File: config.mk
export PLATFORM = sky130hd
export DESIGN_NAME = limp_home_ctrl
export DESIGN_NICKNAME = d
export VERILOG_FILES = /design/src/rtl/limp_home_ctrl.sv
export SDC_FILE = /design/constraint.sdc
export NUM_CORES = 1
export LEC_CHECK = 0
export ABC_AREA = 0
export BUFFER_PORTS_ARGS = -buffer_cell sky130_fd_sc_hd__buf_2
export CAP_MARGIN = 20
export CORE_AREA = 2 2 53 55
export DETAILED_ROUTE_END_ITERATION = 6
export DIE_AREA = 0 0 55 57
export GPL_TIMING_DRIVEN = 1
export PLACE_DENSITY = 0.74
export SLEW_MARGIN = 10
export SYNTH_ARGS = -nofsm -noshare
export SYNTH_HDL_FRONTEND = slang
export SYNTH_SLANG_ARGS = --single-unit
File: constraint.sdc
create_clock -name clk -period 2.5 [get_ports clk]
set_clock_uncertainty 0.15 [all_clocks]
set_input_delay 0.5 -clock clk [delete_from_list [all_inputs] [get_ports clk]]
set_output_delay 0.5 -clock clk [all_outputs]
set_load 0.1 [all_outputs]
File: src/rtl/limp_home_ctrl.sv
module limp_home_ctrl #(
  parameter int WD_CYCLES = 100000,
  parameter int ADDR_W    = 6,
  parameter int DATA_W    = 8,
  parameter int STAT_ADDR = 12,
  parameter int STAT_BIT  = 7
) (
  input  logic              clk,
  input  logic              rst_n,
  input  logic              req_pin,
  input  logic              dflt_pin,
  input  logic              spi_strobe,
  input  logic              spi_wr,
  input  logic [ADDR_W-1:0] spi_addr,
  input  logic [DATA_W-1:0] spi_data,
  input  logic [1:0]        lh_field,
  input  logic [1:0]        cmd_on,
  input  logic [1:0]        chg_busy,
  output logic [1:0]        ch_en,
  output logic [1:0]        chg_keep,
  output logic              lh_stat,
  output logic              reg_wr_en
);
  localparam int CW = $clog2(WD_CYCLES + 1);
  localparam logic [CW-1:0] RELOAD = CW'(WD_CYCLES - 1);
  localparam logic [DATA_W-1:0] STAT_MASK = DATA_W'(1) << STAT_BIT;
  localparam logic [ADDR_W-1:0] STAT_A = ADDR_W'(STAT_ADDR);

  logic [1:0]    req_sync, dflt_sync;
  logic          limp_q;
  logic [CW-1:0] wd_cnt;
  logic          clr_wr, exit_now, wd_expired;
  logic [1:0]    safe_pat;

  always_ff @(posedge clk or negedge rst_n)
    if (!rst_n) begin
      req_sync  <= '0;
      dflt_sync <= '0;
    end else begin
      req_sync  <= {req_sync[0], req_pin};
      dflt_sync <= {dflt_sync[0], dflt_pin};
    end

  assign clr_wr     = spi_strobe & spi_wr & (spi_addr == STAT_A) & ((spi_data & STAT_MASK) != '0);
  assign exit_now   = limp_q & clr_wr & ~req_sync[1];
  assign wd_expired = ~limp_q & ~spi_strobe & (wd_cnt == '0);

  always_ff @(posedge clk or negedge rst_n)
    if (!rst_n)
      wd_cnt <= RELOAD;
    else if (spi_strobe || exit_now)
      wd_cnt <= RELOAD;
    else if (!limp_q && wd_cnt != '0)
      wd_cnt <= wd_cnt - 1'b1;

  always_ff @(posedge clk or negedge rst_n)
    if (!rst_n)
      limp_q <= 1'b0;
    else if (!limp_q)
      limp_q <= req_sync[1] | wd_expired;
    else if (exit_now)
      limp_q <= 1'b0;

  assign safe_pat  = (lh_field == 2'b00) ? {2{dflt_sync[1]}} : lh_field;
  assign ch_en     = limp_q ? safe_pat : cmd_on;
  assign chg_keep  = chg_busy & ch_en;
  assign lh_stat   = limp_q;
  assign reg_wr_en = spi_strobe & spi_wr & ~limp_q;
endmodule

==> impl_metrics.csv, run 1 <==
group,metric,value,unit
sta,min_period,2.337,ns
route,drt_iter0_markers,38,
placement,dpl_worst_slack,0.1847,ns
clock_tree,cts-root-buf,"clkbuf_4",
critical_path,cp-startpoint,"wd_cnt[0]",
placement,place_area,1486,µm²
sta,finalHoldViolCount,0,
sta,hold_ws,0.1393,ns
placement,dp.cells,182,
synth,syn_nets,155,
synth,synth_edf_count,0,
critical_path,r2r-start,"wd_cnt[0]",
route,dr.pass1.iters,4,
sta,fin_ws,0.1631,ns
power_and_ir_drop,peakVddDrop,0.0003375,V
die,core_area,2615,µm²
critical_path,path_class,"reg -> reg",
critical_path,r2r-end,"wd_cnt[6]",
synth,synth_cells,128,
run,maxCapViolCount,0,
sta,slew_headroom,63.22,%
die,rows,19,
grt,grt_usage,18.49,%
sta,setup_violations,0,
critical_path,ff2ff_path_depth,6,
synth,synthFlopType,"dfrtp_1",
placement,hpwl,1869,µm
synth,ys_warn_count,0,
clock_tree,cts_buffers,3,
sta,slew_violations,0,
clock_tree,tritoncts,"done",
critical_path,worst_path_largest_cell_delay,0.55,ns
critical_path,critPathMaxFanout,6,
die,fp.dieArea,3135,µm²
sta,fmax,427.9,MHz
sta,fin_setup_tns,0,ns
finish,nNetsFinal,184,
critical_path,worstPathRequired,2.56,ns
sta,post-route-period-util,93.48,%
synth,ys_ff_latch,22,
grt,grt_pass1_vias,1046,
clock_tree,clock_latency,0.30,ns
synth,ys_seq_area_share,44.55,%
sta,worst_pin_slew,0.5440,ns
die,die_x,55,µm
die,ios,32,
placement,place.gp.congestion,0.7696,
placement,io_buffers,24,
route,via_per_inst,5.749,
finish,diodes,0,
sta,rsz0062_at_grt,"false",
critical_path,end_kind,"flop",
clock_tree,ctsResizeCount,0,
route,drt-total-wl,2500,µm
route,drc,0,
critical_path,r2r_setup_slack,0.16,ns
critical_path,crit_path_cell_trace,"inv_1 -> ha_1 -> or4b_1 -> nor4_4 -> a2111oi_0 -> mux2_2",
route,via_count,1075,
critical_path,cp_slowest_cell,"or4b_1",
run_status,status,"finished clean",
die,die_y,57,µm
die,initial_core_util,48.33,%
grt,grt_pass1_wl,4291,µm
synth,synth_area_per_cell,9.873,µm²
synth,synth_cell_types,39,
finish,instances_no_fill,187,
finish,drive_gt1_share,35.90,%
finish,fillCellCount,229,
route,ant_nets,0,
clock_tree,post_cts.repair.setup_buffers,0,
grt,overflow,0,
synth,synthTopCellsByArea,"dfrtp_1 24%, dfstp_2 21%, mux2i_1 4.8%, nor2_1 4.8%, nor2b_1 4.0%",
grt,antenna_found_initial,0,
min_path,hold_path.startpoint,"dflt_pin",
synth,synth.top_cell.area_share,23.76,%
grt,grt_max_degree,29,
min_path,hold_class,"in -> reg",
finish,area_growth,22.57,%
critical_path,startpoint_type,"flop",
critical_path,critPathArrivalTime,2.39,ns
power_and_ir_drop,p_leak,0.6034,nW
finish,design_area,1549,µm²
clock_tree,clockBufferDepth,2,
clock_tree,path_clk_slew,0.12,ns
synth,netlist_area,1264,µm²
min_path,min_path_cells,1,
route,wl_per_cell,13.37,µm
power_and_ir_drop,powerDensity,469.9,nW/µm²
clock_tree,cts_max_level,1,
min_path,min_to,"dflt_sync[0]",
synth,synth_async_sr_flop_share,100.0,%
clock_tree,cts.sinks,22,
synth,yosys.area.top_type,"dfrtp_1",
[cell usage in the layout, fill, tap and decap left out, types with 6 or more instances in the layout]
cell	count
dfrtp_1	11
mux2i_1	6
dfstp_2	10
nor2b_1	8
nor2_1	15
or3_1	6
a21oi_1	7
buf_2	23
[how the worst max path moves through the flow]
stage | to | slack (ns)
after detailed placement | wd_cnt[6] | 0.18
after global routing | wd_cnt[6] | 0.06
after global placement | wd_cnt[6] | 0.21
after floorplan | chg_keep[1] | -0.12
final | wd_cnt[6] | 0.16
after CTS | chg_keep[0] | 0.14
[flip-flops by register name, indices dropped and copies added (netlist names)]
name,flops
wd_cnt,17
dflt_sync,2
lh_stat,1
req_sync,2
[power breakdown]
group / switching, W / internal (W) / total [W] / leakage [nW]
clock: 0.000109 / 0.000162 / 0.000271 / 0.0279
combinational: 0.0000593 / 0.0000272 / 0.0000865 / 0.317
sequential: 0.00000560 / 0.000365 / 0.000370 / 0.259
[critical path, delay by kind of cell, from the launching register on]
kind	cells	cell delay [ns]
buf+inv	1	0.07
fa+ha+maj	1	0.19
simple gates	2	0.93
mux	1	0.30
flops	1	0.39
compound gates	1	0.21
[metrics by stage]
stage	power [W]	utilization (%)
CTS	0.0007374	59.23
global placement	0.0004604	56.84
finish	0.0007279	59.23
global route	0.0007576	59.23
detailed placement	0.0004632	56.84
floorplan	0.0004338	-
[layer usage]
metal  track usage, %  wire length [µm]
met5                0                 0
met4            7.317                29
met3            2.356                72
met2            31.97              1354
met1            22.74              1043
[cell type report]
type                       count  area, µm²  area share, %
multi-input combinational     95      689.4          44.51
sequential                    22      566.8          36.59
timing repair buffer          30      182.7          11.79
tap                           31      38.79          2.504
clock inverter                 1      30.03          1.939
clock buffer                   3      22.52          1.454
inverter                       5      18.77          1.212
[cell usage after synthesis, types with 2 or more instances]
library cell	n
dfstp_2	10
inv_1	5
a31oi_1	2
nor2_1	16
o21ai_0	2
o31a_1	3
clkbuf_1	4
o31ai_1	2
dfrtp_1	12
nand2_1	3
nor2b_1	8
or3_1	6
a21oi_1	8
nor3_1	5
nor4_1	5
and2_1	3
or4_1	5
nand3_1	3
mux2i_1	6
[what timing repair did]
action,4_1_cts,5_1_grt
endpoints found under the setup margin,0,0
hold endpoints to repair,8,0
hold buffers,1,0
[kinds of logic after synthesis]
kind of cell | count (synthesis) | share of synthesized area (%)
AND/OR/NAND/NOR | 61 | 28.42
AO/OA/AOI/OAI | 24 | 14.85
flip-flops | 22 | 44.55
buffers and inverters | 11 | 3.960
multiplexers | 8 | 6.535
XOR/XNOR | 1 | 0.6932
adder cells (fa/ha/maj) | 1 | 0.9899
Power figures use the tool's default switching activity.
==> run 2: changes to the inputs <==
- CORE_AREA: 2 2 53 55 -> 2 2 64 66
- DIE_AREA: 0 0 55 57 -> 0 0 66 68
- PLACE_DENSITY: 0.74 -> 0.53
==> run 2 against run 1 <==
Against the previous run:
- total power grew 8.6%
- worst hold slack lost 0.095 ns
- clock power up 24%
- combinational power decreased by 1%
- final area rose by 2.7%
- non-clock buffer count stayed put
- wire length is 8.4% higher
- die area rose by 43%
- global-route usage decreased by 5.4 points
==> impl_metrics.csv, run 2 (synthesis gave the netlist of run 1 again) <==
group,metric,value,unit
run_status,status,"finished clean",
placement,dpl_worst_slack,0.1799,ns
clock_tree,post_cts.repair.setup_buffers,0,
power_and_ir_drop,power_switching,0.0001856,W
sta,fin_setup_tns,0,ns
finish,reg_top3,"wd_cnt x17, dflt_sync x2, req_sync x2",
placement,place.gp.congestion,0.7447,
grt,busiest_layer,"met2",
sta,rsz0062_at_grt,"false",
power_and_ir_drop,seq_power_share,46.8,%
sta,post-route-period-util,93.32,%
die,die_x,66,µm
power_and_ir_drop,powerDensity,496.9,nW/µm²
critical_path,startpoint_type,"flop",
die,initial_core_util,32.77,%
route,dr.pass1.iters,4,
finish,layout_commonest_cell,"buf_2",
finish,largest_register,"wd_cnt",
critical_path,end_kind,"flop",
critical_path,worstPathRequired,2.54,ns
grt,grt_max_degree,29,
clock_tree,cts-root-buf,"clkbuf_8",
clock_tree,clock_latency,0.26,ns
grt,met3_usage,2.303,%
clock_tree,tritoncts,"done",
grt,grtUsageMet2,20.58,%
finish,area_growth,25.84,%
route,drt_iter0_markers,64,
clock_tree,clockBufferDepth,2,
clock_tree,ctsResizeCount,0,
die,core_area,3856,µm²
grt,grt_pass1_vias,957,
grt,grt_use_met1,18.60,%
finish,fin_util,41.24,%
power_and_ir_drop,peakVddDrop,0.0002511,V
power_and_ir_drop,total_power,0.0007903,W
die,rows,23,
clock_tree,path_clk_slew,0.08,ns
min_path,hold_class,"in -> async",
sta,worst_pin_slew,0.6042,ns
clock_tree,cts.sinks,22,
route,via_per_inst,5.063,
die,ios,32,
route,drc,0,
placement,io_buffers,24,
critical_path,r2r_setup_slack,0.17,ns
power_and_ir_drop,power_frac_clock,42.4,%
placement,hpwl,1990,µm
sta,finalHoldViolCount,0,
power_and_ir_drop,internal-power,0.0006047,W
route,drt-total-wl,2710,µm
critical_path,r2r-end,"wd_cnt[9]",
power_and_ir_drop,pwr-share-comb,10.8,%
grt,overflow,0,
route,wl_per_cell,13.16,µm
critical_path,path_class,"reg -> reg",
critical_path,critPathArrivalTime,2.38,ns
sta,setup_violations,0,
power_and_ir_drop,p_leak,0.6112,nW
run,maxCapViolCount,0,
grt,grt_usage,13.11,%
finish,diodes,0,
finish,nNetsFinal,184,
finish,fillCellCount,408,
sta,min_period,2.333,ns
route,ant_nets,0,
critical_path,ff2ff_path_depth,7,
finish,design_area,1590,µm²
sta,slew_violations,0,
clock_tree,cts_buffers,3,
sta,fin_ws,0.1671,ns
die,fp.dieArea,4488,µm²
finish,ff_latch_area,566.8,µm²
grt,grt_pass1_wl,4554,µm
grt,antenna_found_initial,0,
sta,slew_headroom,59.15,%
clock_tree,cts_max_level,1,
sta,fmax,428.7,MHz
die,die_y,68,µm
critical_path,r2r-start,"wd_cnt[0]",
route,via_count,1043,
critical_path,critPathMaxFanout,9,
placement,place_area,1518,µm²
finish,final_cell_mix,"23 x buf_2, 15 x nor2_1, 11 x dfrtp_1",
finish,largest_register_ffs,17,
finish,drive_gt1_share,36.54,%
finish,multi_input_comb_area,690.7,µm²
clock_tree,ctsHoldBuffers,0,
power_and_ir_drop,p_sw_share,23.48,%
## run 2: changes by cell type in the layout (fill, tap and decap cells not counted), sizes merged
cell | previous run | this run
buf | 29 | 30
dlygate4sd3 | 1 | 0
## run 2: metrics by stage
| stage | hold slack [ns] | instances |
|---|---|---|
| after detailed placement | 0.1865 | 202 |
| after global placement | 0.1822 | 202 |
| after CTS | 0.05754 | 206 |
| final | 0.04466 | 206 |
| after global routing | 0.08011 | 206 |
| after floorplan | 0.05441 | 128 |
## run 2: how the worst max path moves through the flow
| stage | endpoint | cells after the start | from |
|---|---|---|---|
| 6_report | wd_cnt[9] | 7 | wd_cnt[0] |
| 5_1_grt | wd_cnt[9] | 7 | wd_cnt[0] |
| 4_1_cts | wd_cnt[6] | 6 | wd_cnt[0] |
| 3_5_place_dp | wd_cnt[6] | 6 | wd_cnt[0] |
| 3_3_place_gp | wd_cnt[6] | 6 | wd_cnt[0] |
| 2_1_floorplan | chg_keep[1] | 4 | lh_stat |
## run 2: power groups by stage
stage	logic (W)	registers [W]	clock network, W
after floorplan	0.0000584	0.000375	0
after global placement	0.0000855	0.000376	0
after detailed placement	0.0000868	0.000376	0
after CTS	0.0000868	0.000370	0.000346
after global routing	0.0000926	0.000371	0.000355
final	0.0000856	0.000370	0.000335
## run 2: layout make-up
class	instances	area share (%)
clock buffers	3	2.596
clock inverters	1	1.888
inverters	5	1.180
multi-input cells	95	43.43
flip-flops and latches	22	35.64
well taps	50	3.934
repair buffers	30	11.33
## run 2: layer usage
metal,part of all wire [%],routed length [µm],vias to the layer above
li1,-,-,522
met1,48,1299,503
met2,48,1294,15
met3,3.6,97,3
met4,0.66,18,0
met5,0,0,-
## run 2: critical path, cell delays in order (launching register included)
cell,delay (ns)
dfstp_2,0.38
inv_1,0.07
ha_1,0.20
or4b_1,0.56
nor4_4,0.25
buf_4,0.23
nor4_1,0.06
or3_1,0.35
==> run 3: changes to the inputs <==
- CTS_BUF_LIST: default -> sky130_fd_sc_hd__clkbuf_16
==> run 3 against run 2 <==
Against the previous run:
- critical endpoint unchanged
- critical path depth unchanged
- total power rose by 15%
- largest cell class unchanged
- global-route usage rose by 0.46 points
- sequential power hardly changed
- largest power group is now the clock network
- via count up 0.77%
- wire length increased by 2.8%
==> impl_metrics.csv, run 3 (synthesis gave the netlist of run 1 again) <==
group,metric,value,unit
run_status,status,"finished clean",
clock_tree,clockBufferDepth,2,
critical_path,end_kind,"flop",
clock_tree,ctsResizeCount,0,
finish,final_cell_mix,"23 x buf_2, 15 x nor2_1, 11 x dfrtp_1",
critical_path,worstPathRequired,2.53,ns
die,die_x,66,µm
critical_path,critPathArrivalTime,2.37,ns
run,maxCapViolCount,0,
min_path,hold_class,"in -> async",
placement,place_area,1518,µm²
placement,place.gp.congestion,0.7447,
route,drt_iter0_markers,52,
route,drt-total-wl,2787,µm
route,dr.pass1.iters,4,
power_and_ir_drop,total_power,0.0009071,W
route,via_per_inst,5.102,
sta,slew_headroom,60.52,%
critical_path,worst_path_largest_cell_delay,0.56,ns
grt,overflow,0,
power_and_ir_drop,peakVddDrop,0.0002286,V
grt,grt_max_degree,29,
finish,largest_register,"wd_cnt",
finish,diodes,0,
sta,setup_violations,0,
finish,nNetsFinal,184,
clock_tree,cts_buffers,3,
sta,slew_violations,0,
sta,hold_ws,0.05453,ns
route,wl_per_cell,13.53,µm
die,core_area,3856,µm²
sta,rsz0062_at_grt,"false",
sta,fin_ws,0.1658,ns
die,fp.dieArea,4488,µm²
critical_path,cp_slowest_cell,"or4b_1",
route,ant_nets,0,
sta,min_period,2.334,ns
finish,design_area,1623,µm²
finish,multi_input_comb_area,689.4,µm²
die,die_y,68,µm
critical_path,path_class,"reg -> reg",
route,via_count,1051,
finish,ff_latch_area,566.8,µm²
clock_tree,tritoncts,"done",
power_and_ir_drop,powerDensity,559.0,nW/µm²
grt,grt_pass1_wl,4623,µm
critical_path,cp-startpoint,"wd_cnt[0]",
die,initial_core_util,32.77,%
grt,antenna_found_initial,0,
critical_path,ff2ff_path_depth,7,
grt,grt_usage,13.57,%
placement,hpwl,1990,µm
critical_path,startpoint_type,"flop",
grt,grt_pass1_vias,969,
placement,dpl_worst_slack,0.1799,ns
sta,worst_pin_slew,0.5840,ns
clock_tree,cts.sinks,22,
clock_tree,ctsHoldBuffers,0,
sta,fmax,428.4,MHz
sta,finalHoldViolCount,0,
clock_tree,clock_latency,0.26,ns
clock_tree,path_clk_slew,0.06,ns
die,rows,23,
die,ios,32,
route,drc,0,
clock_tree,post_cts.repair.setup_buffers,0,
finish,fillCellCount,407,
finish,area_growth,28.42,%
sta,post-route-period-util,93.37,%
critical_path,critPathMaxFanout,9,
finish,reg_top3,"wd_cnt x17, dflt_sync x2, req_sync x2",
placement,io_buffers,24,
clock_tree,cts-root-buf,"clkbuf_16",
critical_path,r2r-start,"wd_cnt[0]",
power_and_ir_drop,p_leak,0.6266,nW
clock_tree,cts_max_level,1,
critical_path,crit_path_cell_trace,"inv_1 -> ha_1 -> or4b_1 -> nor4_4 -> buf_4 -> nor4_1 -> or3_1",
finish,drive_gt1_share,36.54,%
finish,layout_commonest_cell,"buf_2",
finish,largest_register_ffs,17,
[run 3: cell counts in the layout (fill, tap and decap cells not counted)]
Identical to the previous run, type by type.
[run 3: worst paths after layout]
check | end | slack, ns
worst max-delay path | wd_cnt[9] | 0.17
worst min-delay path | dflt_sync[0] | 0.05
max in group asynchronous | lh_stat | 1.76
min in group clk | dflt_sync[0] | 0.19
worst min register to register | dflt_sync[1] | 0.20
worst max register to register | wd_cnt[9] | 0.17
[run 3: report_power, final]
| part | leakage (nW) | internal, W | total, W | switching [W] |
|---|---|---|---|---|
| Clock | 0.0511 | 0.000318 | 0.000451 | 0.000133 |
| Sequential | 0.259 | 0.000365 | 0.000370 | 0.00000531 |
| Combinational | 0.317 | 0.0000263 | 0.0000859 | 0.0000596 |
| Total | 0.627 | 0.000709 | 0.000907 | 0.000198 |
[run 3: critical path, delay by kind of cell (launching register included)]
kind	cells	cell delay, ns
adder cells (fa/ha/maj)	1	0.21
AND/OR/NAND/NOR	4	1.22
flip-flops	1	0.37
buffers and inverters	2	0.30
[run 3: area by class of cell]
cell class	count	share of cell area, %
Multi-Input combinational cell	95	42.48
Clock inverter	1	1.850
Timing Repair Buffer	30	11.10
Tap cell	50	3.855
Sequential cell	22	34.93
Inverter	5	1.157
Clock buffer	3	4.626
[run 3: through the flow]
step / util [%] / setup TNS (ns) / cells
6_report: 42.08 / 0 / 206
3_5_place_dp: 39.36 / 0 / 202
4_1_cts: 42.08 / 0 / 206
2_1_floorplan: - / -0.2078 / 128
3_3_place_gp: 39.36 / 0 / 202
5_1_grt: 42.08 / 0 / 206
[run 3: metal layers]
layer / up-vias / part of all wire, % / wire [µm] / global-route usage (%)
li1: 521 / - / - / -
met1: 508 / 46 / 1291 / 18.40
met2: 17 / 48 / 1341 / 21.34
met3: 5 / 3.6 / 100 / 2.796
met4: 0 / 1.9 / 53 / 5.357
met5: - / 0 / 0 / 0
